--- config.mk ---
export PLATFORM = sky130hd
export DESIGN_NAME = lpc_sync_gen
export DESIGN_NICKNAME = d
export VERILOG_FILES = /design/src/rtl/lpc_sync_pkg.sv /design/src/rtl/lpc_sync_lead.sv /design/src/rtl/lpc_sync_wait_sel.sv /design/src/rtl/lpc_sync_fsm.sv /design/src/rtl/lpc_sync_gen.sv
export SDC_FILE = /design/constraint.sdc
export NUM_CORES = 1
export LEC_CHECK = 0
export ABC_AREA = 1
export BUFFER_PORTS_ARGS = -buffer_cell sky130_fd_sc_hd__buf_4
export CAP_MARGIN = 15
export CORE_MARGIN = 2
export CORE_UTILIZATION = 42
export DETAILED_ROUTE_END_ITERATION = 8
export GPL_TIMING_DRIVEN = 1
export PLACE_DENSITY = 0.72
export SETUP_SLACK_MARGIN = 0.02
export SLEW_MARGIN = 20
export SYNTH_ARGS = -nofsm -noshare
export SYNTH_HDL_FRONTEND = slang
export SYNTH_SLANG_ARGS = --single-unit
export TNS_END_PERCENT = 30
--- constraint.sdc ---
create_clock -name clk -period 1 [get_ports clk]
set_input_delay 0.1 -clock clk [delete_from_list [all_inputs] [get_ports clk]]
set_output_delay 0.1 -clock clk [all_outputs]
set_load 0.02 [all_outputs]
--- src/rtl/lpc_sync_pkg.sv ---
package lpc_sync_pkg;
   typedef enum logic [2:0] {
      ST_IDLE, ST_LEAD, ST_SYNC, ST_DAT0, ST_DAT1, ST_TAR
   } sync_st_e;

   localparam logic [1:0] CT_IO  = 2'b00;
   localparam logic [1:0] CT_MEM = 2'b01;
   localparam logic [1:0] CT_DMA = 2'b10;

   localparam logic [3:0] NIB_SHORT = 4'b0101;
   localparam logic [3:0] NIB_LONG  = 4'b0110;
   localparam logic [3:0] NIB_RDY   = 4'b0000;
   localparam logic [3:0] NIB_MORE  = 4'b1001;
   localparam logic [3:0] NIB_ERR   = 4'b1010;
endpackage

--- src/rtl/lpc_sync_lead.sv ---
module lpc_sync_lead #(
   parameter int SYNC_DELAY = 2
) (
   input  logic clk,
   input  logic rst_n,
   input  logic arm,
   input  logic counting,
   output logic lead_done
);
   generate
      if (SYNC_DELAY == 1) begin : g_direct
         logic unused_lead;
         assign unused_lead = ^{clk, rst_n, arm, counting};
         assign lead_done   = 1'b1;
      end else begin : g_count
         logic [1:0] cnt_q;
         always_ff @(posedge clk) begin
            if (!rst_n)        cnt_q <= '0;
            else if (arm)      cnt_q <= '0;
            else if (counting) cnt_q <= cnt_q + 2'd1;
         end
         assign lead_done = (cnt_q == 2'(SYNC_DELAY - 2));
      end
   endgenerate
endmodule

--- src/rtl/lpc_sync_wait_sel.sv ---
module lpc_sync_wait_sel
   import lpc_sync_pkg::*;
#(
   parameter bit MEM_LONG_WAIT = 1'b1
) (
   input  logic       clk,
   input  logic       rst_n,
   input  logic       arm,
   input  logic [1:0] cyc_type,
   output logic [3:0] wait_code,
   output logic       is_dma
);
   logic [3:0] mem_code;
   logic [3:0] pick;

   generate
      if (MEM_LONG_WAIT) begin : g_mem_long
         assign mem_code = NIB_LONG;
      end else begin : g_mem_short
         assign mem_code = NIB_SHORT;
      end
   endgenerate

   always_comb begin
      unique case (cyc_type)
         CT_DMA:  pick = NIB_SHORT;
         CT_MEM:  pick = mem_code;
         default: pick = NIB_LONG;
      endcase
   end

   always_ff @(posedge clk) begin
      if (!rst_n) begin
         wait_code <= NIB_LONG;
         is_dma    <= 1'b0;
      end else if (arm) begin
         wait_code <= pick;
         is_dma    <= (cyc_type == CT_DMA);
      end
   end
endmodule

--- src/rtl/lpc_sync_fsm.sv ---
module lpc_sync_fsm
   import lpc_sync_pkg::*;
#(
   parameter int SYNC_DELAY = 2,
   parameter int BCW        = 2
) (
   input  logic           clk,
   input  logic           rst_n,
   input  logic           cyc_start,
   input  logic           cyc_rd,
   input  logic [BCW-1:0] cyc_nbytes,
   input  logic           fn_ready,
   input  logic           fn_error,
   input  logic           lead_done,
   output logic           arm,
   output sync_st_e       st
);
   sync_st_e       nxt;
   logic [BCW-1:0] left_q;
   logic           err_q;
   logic           rd_q;
   logic           taken;

   assign arm   = (st == ST_IDLE) && cyc_start;
   assign taken = (st == ST_SYNC) && (fn_ready || fn_error);

   always_comb begin
      nxt = st;
      unique case (st)
         ST_IDLE: if (cyc_start) nxt = (SYNC_DELAY == 1) ? ST_SYNC : ST_LEAD;
         ST_LEAD: if (lead_done) nxt = ST_SYNC;
         ST_SYNC: if (taken) nxt = rd_q ? ST_DAT0 : ST_TAR;
         ST_DAT0: nxt = ST_DAT1;
         ST_DAT1: nxt = (!err_q && left_q != '0) ? ST_SYNC : ST_TAR;
         default: nxt = ST_IDLE;
      endcase
   end

   always_ff @(posedge clk) begin
      if (!rst_n) begin
         st     <= ST_IDLE;
         left_q <= '0;
         err_q  <= 1'b0;
         rd_q   <= 1'b0;
      end else begin
         st <= nxt;
         if (arm) begin
            left_q <= cyc_nbytes;
            err_q  <= 1'b0;
            rd_q   <= cyc_rd;
         end else if (taken) begin
            err_q <= fn_error;
         end else if (st == ST_DAT1 && nxt == ST_SYNC) begin
            left_q <= left_q - 1'b1;
         end
      end
   end


   first_sync_chk: assert property (@(posedge clk) disable iff (!rst_n)
      $past(arm, SYNC_DELAY) |-> st == ST_SYNC);

   err_end_chk: assert property (@(posedge clk) disable iff (!rst_n)
      (st == ST_DAT1 && err_q) |=> st == ST_TAR);

   wr_end_chk: assert property (@(posedge clk) disable iff (!rst_n)
      (taken && !rd_q) |=> st == ST_TAR);
endmodule

--- src/rtl/lpc_sync_gen.sv ---
module lpc_sync_gen
   import lpc_sync_pkg::*;
#(
   parameter int SYNC_DELAY    = 2,
   parameter int MAX_BYTES     = 4,
   parameter bit MEM_LONG_WAIT = 1'b1,
   localparam int BCW          = $clog2(MAX_BYTES)
) (
   input  logic           clk,
   input  logic           rst_n,
   input  logic           cyc_start,
   input  logic [1:0]     cyc_type,
   input  logic           cyc_rd,
   input  logic [BCW-1:0] cyc_nbytes,
   input  logic           fn_ready,
   input  logic           fn_error,
   input  logic           dma_more,
   input  logic [3:0]     rd_nib,
   output logic [3:0]     lad_out,
   output logic           lad_oe,
   output logic           data_phase,
   output logic           data_nib_hi,
   output logic           cyc_done
);
   generate
      if (SYNC_DELAY < 1 || SYNC_DELAY > 3) begin : g_bad_delay
         $error("SYNC_DELAY must lie in 1..3");
      end
      if (MAX_BYTES < 2) begin : g_bad_bytes
         $error("MAX_BYTES must be at least 2");
      end
   endgenerate

   sync_st_e   st;
   logic       arm;
   logic       lead_done;
   logic [3:0] wait_code;
   logic       is_dma;
   logic [3:0] ready_code;

   lpc_sync_fsm #(.SYNC_DELAY(SYNC_DELAY), .BCW(BCW)) u_fsm (
      .clk(clk), .rst_n(rst_n), .cyc_start(cyc_start), .cyc_rd(cyc_rd),
      .cyc_nbytes(cyc_nbytes), .fn_ready(fn_ready), .fn_error(fn_error),
      .lead_done(lead_done), .arm(arm), .st(st));

   lpc_sync_lead #(.SYNC_DELAY(SYNC_DELAY)) u_lead (
      .clk(clk), .rst_n(rst_n), .arm(arm),
      .counting(st == ST_LEAD), .lead_done(lead_done));

   lpc_sync_wait_sel #(.MEM_LONG_WAIT(MEM_LONG_WAIT)) u_wsel (
      .clk(clk), .rst_n(rst_n), .arm(arm), .cyc_type(cyc_type),
      .wait_code(wait_code), .is_dma(is_dma));

   assign ready_code = (is_dma && dma_more) ? NIB_MORE : NIB_RDY;

   always_comb begin
      lad_out = 4'b0000;
      unique case (st)
         ST_SYNC: begin
            if (fn_error)      lad_out = NIB_ERR;
            else if (fn_ready) lad_out = ready_code;
            else               lad_out = wait_code;
         end
         ST_DAT0, ST_DAT1: lad_out = rd_nib;
         default: lad_out = 4'b0000;
      endcase
   end

   assign lad_oe      = (st == ST_SYNC) || (st == ST_DAT0) || (st == ST_DAT1);
   assign data_phase  = (st == ST_DAT0) || (st == ST_DAT1);
   assign data_nib_hi = (st == ST_DAT1);
   assign cyc_done    = (st == ST_TAR);


   wait_stable_chk: assert property (@(posedge clk) disable iff (!rst_n)
      (st == ST_SYNC && !fn_ready && !fn_error &&
       $past(st == ST_SYNC && !fn_ready && !fn_error)) |-> $stable(lad_out));

   data_order_chk: assert property (@(posedge clk) disable iff (!rst_n)
      (data_phase && !data_nib_hi) |=> (data_phase && data_nib_hi && lad_oe));

   oe_tar_chk: assert property (@(posedge clk) disable iff (!rst_n)
      cyc_done |-> (!lad_oe && !data_phase));

   done_pulse_chk: assert property (@(posedge clk) disable iff (!rst_n)
      cyc_done |=> !cyc_done);
endmodule

## Word-level counts from Yosys, hierarchy flattened

Cells that the tools add are included.

- Register bits: 14
- Bits in latches: 0
- Memory bits (writable): 0
- ROM bits: 0
- Input bits: 15
- Word-level logic and storage cells: 49
- Memories: 0

- Add/sub/neg operators: 2
- $mul: 0
- Divide/modulo/power cells: 0
- Order comparisons: 0
- Equal/unequal tests: 8
- Shifts and indexed selects: 0
- Multiplexer cells: 14
- Bitwise gates (word level): 1
- Reductions and logical operators: 17

Operators by type and width:

| cell | count |
|---|---|
| 3-bit 2-to-1 mux | 5 |
| 3-bit case mux with 5 select lines | 1 |
| 4-bit 2-to-1 mux | 3 |
| 3-bit by 2-bit == test with 1-bit output, second input constant | 3 |
| 2-bit 2-to-1 mux | 4 |
| 4-bit case mux with 2 select lines | 1 |
| 3-bit == test, second input constant | 2 |
| 1-bit logical AND | 5 |
| 1-bit logical OR | 4 |
| 2-bit nonzero test | 2 |
| 2-bit OR reduction | 2 |
| 3-bit by 1-bit == test with 1-bit output, second input constant | 1 |
| 3-bit zero test | 1 |
| 2-bit by 1-bit adder with 2-bit output, second input constant | 1 |
| 2-bit == test, second input constant | 1 |
| 2-bit zero test | 1 |
| 2-bit inequality test, second input constant | 1 |
| 2-bit AND reduction | 1 |
| 2-bit by 1-bit subtractor with 2-bit output, second input constant | 1 |
| 1-bit zero test | 1 |
| 1-bit inverter | 1 |

## Logic depth before layout (Yosys ltp)

Gate-level depths: netlist of run 1.

- Depth in word-level cells: 9
- Gate-level depth with buffers: 8

## By module

From an unflattened synthesis of run 1, not the netlist that was laid out.

- Cells, all modules: 134
- Area, all modules: 818.3 um2

By module, submodules not included:

| module | instances | cells an instance | area each (um2) |
|---|---|---|---|
| lpc_sync_fsm | 1 | 66 | 436.7 |
| lpc_sync_gen | 1 | 37 | 168.9 |
| lpc_sync_wait_sel | 1 | 16 | 111.4 |
| lpc_sync_lead | 1 | 15 | 101.3 |

## Least setup slack after synthesis of run 1

Ideal clock, no wire load.

- Path type: flip-flop to output port
- Start point: register u_fsm.st[0]
- End point: output port lad_out[1]
- Data arrival time: 1229 ps
- Data required time: 900 ps
- Slack: -329 ps
- Stages on the path, launching flop included: 8
- Path through: dfxtp_1 > inv_1 > nand2_1 > nor2_2 > nor2_2 > inv_2 > nand2_1 > o21ai_0

- Cells in the longest elaborated chain, start to end: 3
- Elaborated cells between the ends (all ways): 5
- Those cells by class: 3 x eq/ne; 1 x mux; 1 x reduce/logical

Ends and longest elaborated chain:

| element | line | text |
|---|---|---|
| start, declared | lpc_sync_fsm.sv:16 | `output sync_st_e st` |
| start signal, assigned | lpc_sync_fsm.sv:46 | `st <= nxt;` |
| 3-bit == test | n/a |  |
| net data_nib_hi | lpc_sync_gen.sv:22 | `output logic data_nib_hi,` |
| 2-bit OR reduction | lpc_sync_gen.sv:58 | `unique case (st)` |
| 4-bit case mux with 2 select lines | lpc_sync_gen.sv:58 |  |
| end, declared | lpc_sync_gen.sv:19 | `output logic [3:0] lad_out,` |

The timed path passes the listed nets, and every way through them passes these cells.

## Worst setup path in the final report of run 1

- Start point: register u_fsm.st[1]
- End point: output port lad_out[0]

- Cells in the longest elaborated chain, start to end: 3
- Elaborated cells between the ends (all ways): 5
- Those cells by class: 3 x eq/ne; 1 x mux; 1 x reduce/logical

Ends and longest elaborated chain:

| element | line |
|---|---|
| 3-bit == test or 3-bit by 2-bit == test with 1-bit output (tied branches) | lpc_sync_gen.sv:58 |
| 2-bit OR reduction | lpc_sync_gen.sv:58 |
| 4-bit case mux with 2 select lines * | lpc_sync_gen.sv:58 |

Every way passes the cells marked *; elsewhere a longest branch is shown, timed or not.

==> results of run 1 <==
[where the power goes]
group / switching [W] / internal [W] / total, W
clock network: 0.000158 / 0.000155 / 0.000312
logic: 0.000428 / 0.000369 / 0.000796
registers: 0.0000582 / 0.000516 / 0.000574
[worst min-delay path, cell delays in order]
cell and delay [ns]:
buf_4 0.13, nand2_1 0.06, nor2_1 0.03
[flip-flops by register name (all words and copies together), names as in the netlist]
register              cells
u_fsm.rd_q                1
u_wsel.wait_code          2
u_lead.g_count.cnt_q      2
u_fsm.err_q               1
u_fsm.st                  3
u_fsm.left_q              2
[timing repair]
item | CTS | global route
resized for setup | 14 | 9
hold endpoints to repair | 0 | 0
endpoints found under the setup margin | 19 | 19
cloned | 0 | 0
buffers inserted | 2 | 0
pin swaps | 1 | 2
[worst paths after layout]
path,end,slack [ns],start,depth (start not counted)
worst min-delay path,u_fsm.left_q[0]$_SDFFE_PN0P_,0.09,rst_n,3
worst max-delay path,lad_out[0],-0.39,u_fsm.st[1]$_SDFF_PN0_,7
worst min register to register,u_lead.g_count.cnt_q[1]$_SDFFE_PP0P_,0.48,u_lead.g_count.cnt_q[1]$_SDFFE_PP0P_,2
worst max register to register,u_fsm.left_q[0]$_SDFFE_PN0P_,-0.24,u_fsm.st[1]$_SDFF_PN0_,7
[area by class of cell]
type	instances	share of cell area
multi-input cells	72	0.394
flip-flops and latches	11	0.219
inverters	21	0.0796
well taps	16	0.0190
repair buffers	34	0.264
clock buffers	4	0.0249
[cells by family (layout without fill, tap and decap cells)]
| family | count (synthesis) | count (layout) | synth area share |
|---|---|---|---|
| compound gates | 17 | 17 | 0.151 |
| fa+ha+maj | 2 | 2 | 0.0382 |
| simple gates | 53 | 53 | 0.355 |
| buf+inv | 21 | 59 | 0.120 |
| flops | 11 | 11 | 0.336 |
[per-layer routing]
metal / GRT usage / vias up / routed length [um]
met3: 0.0375 / 2 / 49
met5: 0 / - / 0
li1: - / 407 / -
met2: 0.343 / 12 / 808
met4: 0.0545 / 0 / 15
met1: 0.192 / 324 / 669
[stage by stage]
step | TNS [ns] | hold WS [ns] | total power, W
detailed placement | -1.69 | 0.385 | 0.00128
CTS | -4.22 | 0.0909 | 0.00165
global route | -5.71 | 0.0942 | 0.00180
finish | -4.33 | 0.0866 | 0.00168
floorplan | -0.721 | 0.220 | 0.00100
global placement | -1.17 | 0.366 | 0.00126
[synth_stat cells]
cell | count | area [sq um]
nand2_1 | 30 | 113
inv_1 | 19 | 71.3
dfxtp_1 | 11 | 220
a21oi_1 | 8 | 40.0
nor2_1 | 8 | 30.0
nand3_1 | 7 | 35.0
nor2_2 | 5 | 31.3
o21ai_0 | 5 | 25.0
ha_1 | 2 | 25.0
inv_2 | 2 | 7.51
a21oi_2 | 1 | 8.76
a22o_1 | 1 | 8.76
a22oi_1 | 1 | 7.51
nand2_4 | 1 | 11.3
nand3b_1 | 1 | 7.51
nor3_1 | 1 | 5.00
o2111ai_1 | 1 | 8.76
==> results by group, run 1 <==
Clocking
  – CTS root buf: clkbuf_4
  – Max Buffers Root-to-Sink: 2
  – Clock slew at reported path FFs: 0.07 ns
  – TritonCTS clock tree: yes
  – Clk_lat worst skew: 0.27 ns
  – Clock buffer count from CTS: 3
  – CTS Sinks: 11
  – Htree depth: 1
  – Hold buffer count at cts: 0

STA
  – RSZ-0062 raised after global routing: yes
  – Peak Freq: 0.722 GHz
  – Fin. Hold Viols: 0
  – Least-Margin Pin Slew: 0.233 ns
  – Min Tclk post-route: 1.39 ns
  – Worst setup margin: -0.385 ns
  – Setup-failing EPs final: 19
  – Clock skew: 0.00337 ns
  – Fin crit share: 1.39
  – Slew Viols, Final: 0
  – Relative slew slack: 0.845

Placed design
  – Final HPWL DP: 1.24 mm
  – Cells after DPL: 152
  – Port bufs: 22
  – RePlAce Congestion: 0.736
  – DP Worst Slack: -0.199 ns
  – Placement Cell Area: 940 sq um

Critical path
  – Worst Path Max Fanout: 5
  – Largest stage delay, worst path: 0.37 ns
  – Worst path slowest cell: dfxtp_4
  – CP Class: reg2out
  – Worst path top cell family by delay: simple AND/OR/NAND/NOR gates
  – WP data arrival: 1.29 ns
  – Most used cell, CP: nand2_2
  – Critical Path Start Type: register
  – Crit-path cells: nand2_2, nor2_4, nor2_2, inv_2, nand2_1, nand2_2, buf_6
  – Worst path bufs/invs: 2
  – Req. time, crit path: 0.90 ns
  – CP Capture Type: primary output

Global routing
  – All-layer global routing usage: 0.179
  – Vias in the first global route: 662
  – Global-route wire length before repair: 2.57 mm
  – Largest net degree at the start of global routing: 11
  – Grt total ovfl: 0
  – Initial antenna violation count: 0

Layout
  – Sequential Area: 230 sq um
  – Layout area overhead: 60.7%
  – Diode count: 0
  – Fill cell count: 118
  – Final Cell Area: 1050 sq um
  – Fin cells: 158
  – Share of cells above drive strength 1: 0.465
  – Most frequent cells in the layout: 28 x buf_4, 24 x nand2_1, 17 x inv_1
  – Fin util: 0.708
  – Commonest non-fill, non-tap cell in the layout: buf_4
  – Footprint of the multi-input gates: 415 sq um
  – Nets: 160

Hold path
  – Worst hold path class: in2reg

Yosys
  – Synth Net Count: 121
  – FF+latch count, synth: 11
  – Cells after Synth: 104
  – Ys Warns: 0
  – Post-Syn Area: 656 sq um
  – Distinct cell type count after synthesis: 17
  – Sequential-to-total area share from yosys stat: 0.336
  – Mapped Avg Cell Area: 6.30 sq um

Detailed routing
  – Vias: 745
  – Iter 0 DRT Violations: 15
  – # DRC: 0
  – Number of detailed-route iterations in the first pass: 4
  – Antenna-violating nets left: 0
  – WL final: 1.54 mm
  – Vias per inst: 4.72
  – WL per Instance: 9.77 um

Floorplanning
  – Io pins: 23
  – Initial core utilization: 0.440
  – Die Y: 43.5 um
  – Core Region: 1490 sq um
  – Total die area: 1890 sq um
  – Rows: 14
  – Die X: 43.5 um

Outcome
  – Outcome: finished, violations left
  – Failing checks: setup timing

Pwr
  – P_leak: 0.529 nW
  – Peak supply drop: 0.00110 V
  – Pwr per Cell Area: 1600 nW/um^2

Flow run
  – Max-Cap Viols: 0
Note: power is estimated with default switching activity, not from simulation.
==> run 2: changes to the inputs <==
--- a/constraint.sdc
+++ b/constraint.sdc
@@ -3,2 +3,2 @@
 set_output_delay 0.1 -clock clk [all_outputs]
-set_load 0.02 [all_outputs]
+set_load 0.01 [all_outputs]
==> run 2 against run 1 <==
The flow still finishes with violations (setup timing). Design area rose by 5.2%. Register-to-register slack improved by 0.07 ns. Clock power barely moved. Total power rose by 3.2%. Wire length rose by 6.6%. Non-clock buffer count fell by 1. Clock-buffer cell count fell by 1. First-iteration DRC count fell by 60%. Fmax rose by 0.14%. Combinational power rose by 6.3%. Cell count fell by 0.63%. Critical endpoint is now lad_out[3]. Largest power group unchanged.
==> results by group, run 2 (synthesis gave the netlist of run 1 again) <==
Critical path
  – Critical Path Start Type: register
  – CP Class: reg2out
  – Worst Path Max Fanout: 5 (unchanged)
  – WP data arrival: 1.28 ns (about the same)
  – Worst path top cell family by delay: flip-flops
  – Largest stage delay, worst path: 0.37 ns (about the same)
  – Worst path slowest cell: dfxtp_4
  – Crit-path cells: inv_4, nand2_4, nor2_4, nor2_4, inv_4, nand2_2, o21ai_2, buf_4
  – Worst path bufs/invs: 3 (+1)
  – Req. time, crit path: 0.90 ns (about the same)
  – CP Capture Type: primary output
  – Register-to-register setup slack: -0.17 ns (+0.07 ns)

Placed design
  – Port bufs: 22 (unchanged)
  – RePlAce Congestion: 0.760 (+3.2%)
  – Final HPWL DP: 1.26 mm (+1.4%)
  – Cells after DPL: 148 (-2.6%)

Layout
  – Most frequent cells in the layout: 29 x buf_4, 19 x nand2_1, 15 x inv_1
  – Commonest non-fill, non-tap cell in the layout: buf_4
  – Largest register FFs: 3 (unchanged)
  – Fin cells: 157 (-0.63%)
  – Layout area overhead: 69.1%
  – Nets: 159 (-0.63%)
  – Share of cells above drive strength 1: 0.525 (+0.0600)
  – Diode count: 0 (unchanged)
  – Fill cell count: 119 (+0.85%)
  – Largest Register: u_fsm.st

Floorplanning
  – Initial core utilization: 0.440 (unchanged)
  – Core Region: 1490 sq um (unchanged)
  – Total die area: 1890 sq um (unchanged)
  – Io pins: 23 (unchanged)
  – Die X: 43.5 um (unchanged)
  – Die Y: 43.5 um (unchanged)
  – Rows: 14 (unchanged)

STA
  – Fin crit share: 1.38 (-0.00196)
  – Least-Margin Pin Slew: 0.237 ns (+0.00405 ns)
  – Clock skew: 0.00564 ns (+0.00226 ns)
  – RSZ-0062 raised after global routing: yes
  – Worst setup margin: -0.383 ns (+0.00196 ns)
  – Peak Freq: 0.723 GHz (+0.14%)
  – Fin. Hold Viols: 0 (unchanged)
  – Slew Viols, Final: 0 (unchanged)
  – Relative slew slack: 0.842 (-0.00269)
  – Min Tclk post-route: 1.38 ns (-0.00196 ns)
  – Sum of negative setup slack: -3.62 ns (+0.713 ns)
  – Setup-failing EPs final: 19 (unchanged)

Global routing
  – M2 GR Usage: 0.325 (-0.0179)
  – Grt total ovfl: 0 (unchanged)
  – Global-route wire length before repair: 2.69 mm (+4.6%)
  – Largest net degree at the start of global routing: 11 (unchanged)
  – All-layer global routing usage: 0.193 (+0.0148)
  – Vias in the first global route: 680 (+2.7%)
  – Met3 usage: 0.0375 (unchanged)
  – Initial antenna violation count: 0 (unchanged)
  – Top Usage Layer GRT: met2
  – Met1 Usage GRT: 0.229 (+0.0365)

Outcome
  – Failing checks: setup timing
  – Outcome: finished, violations left

Pwr
  – P_leak: 0.545 nW (+3.2%)
  – Pwr per Cell Area: 1570 nW/um^2 (-1.9%)
  – Peak supply drop: 0.00110 V (+0.42%)

Detailed routing
  – Vias: 771 (+3.5%)
  – Number of detailed-route iterations in the first pass: 4 (unchanged)
  – Iter 0 DRT Violations: 6 (-9)
  – # DRC: 0 (unchanged)
  – Antenna-violating nets left: 0 (unchanged)
  – WL per Instance: 10.5 um (+7.3%)
  – Vias per inst: 4.91 (+4.1%)
  – WL final: 1.65 mm (+6.6%)

Clocking
  – Clock slew at reported path FFs: 0.08 ns (about the same)
  – CTS root buf: clkbuf_4
  – Clk_lat worst skew: 0.28 ns (about the same)
  – CTS Sinks: 11 (unchanged)
  – Htree depth: 1 (unchanged)
  – Clock buffer count from CTS: 3 (unchanged)
  – TritonCTS clock tree: yes
  – Max Buffers Root-to-Sink: 2 (unchanged)

Hold path
  – Worst hold path class: in2reg

Flow run
  – Max-Cap Viols: 0 (unchanged)
-- run 2: cell types whose count changed in the layout (fill, tap and decap cells not counted), sizes merged --
cell,before,now
clkbuf,4,3
buf,34,33
clkinv,0,1
-- run 2: metal layers --
| layer | up-vias | wire, um |
|---|---|---|
| li1 | 401 | - |
| met1 | 344 | 694 |
| met2 | 21 | 836 |
| met3 | 5 | 76 |
| met4 | 0 | 37 |
| met5 | - | 0 |
-- run 2: timing repair --
item                                   CTS  global route
resized for setup                       17            11
setup endpoints to repair               19            19
buffers inserted                         3             2
hold buffers                             0             0
endpoints found under the hold margin    0             0
pin swaps                                5             5
-- run 2: power breakdown --
| part | switching [W] | total, W | internal, W |
|---|---|---|---|
| sequential | 0.0000624 | 0.000579 | 0.000516 |
| clock | 0.000163 | 0.000312 | 0.000148 |
| combinational | 0.000444 | 0.000846 | 0.000402 |
-- run 2: worst paths after layout --
kind / startpoint / to / cells past startpoint
max: u_fsm.st[0]$_SDFF_PN0_ / lad_out[3] / 8
min: rst_n / u_fsm.left_q[0]$_SDFFE_PN0P_ / 3
max reg2reg: u_fsm.st[0]$_SDFF_PN0_ / u_fsm.st[2]$_SDFF_PN0_ / 9
min reg2reg: u_lead.g_count.cnt_q[0]$_SDFFE_PP0P_ / u_lead.g_count.cnt_q[0]$_SDFFE_PP0P_ / 2
-- run 2: cell type report --
| class | count | area [sq um] | share of cell area |
|---|---|---|---|
| clock buffers | 3 | 22.5 | 0.0203 |
| clock inverters | 1 | 5.00 | 0.00451 |
| inverters | 21 | 88.8 | 0.0801 |
| multi-input cells | 72 | 477 | 0.430 |
| flip-flops and latches | 11 | 233 | 0.210 |
| well taps | 16 | 20.0 | 0.0181 |
| repair buffers | 33 | 263 | 0.237 |
-- run 2: per-stage QoR --
stage	hold WS [ns]	area (sq um)	power, W	util	setup slack [ns]
after floorplan	0.206	717	0.00104	-	-0.0383
after global placement	0.361	947	0.00126	0.636	-0.0867
after detailed placement	0.367	947	0.00128	0.636	-0.120
after CTS	0.0653	1050	0.00168	0.708	-0.386
after global routing	0.0917	1110	0.00187	0.745	-0.449
final	0.0830	1110	0.00174	0.745	-0.383
-- run 2: tightest hold or removal path, cell delays in order --
cell and delay [ns]:
buf_4 0.14, nand2_1 0.06, nor2_1 0.03
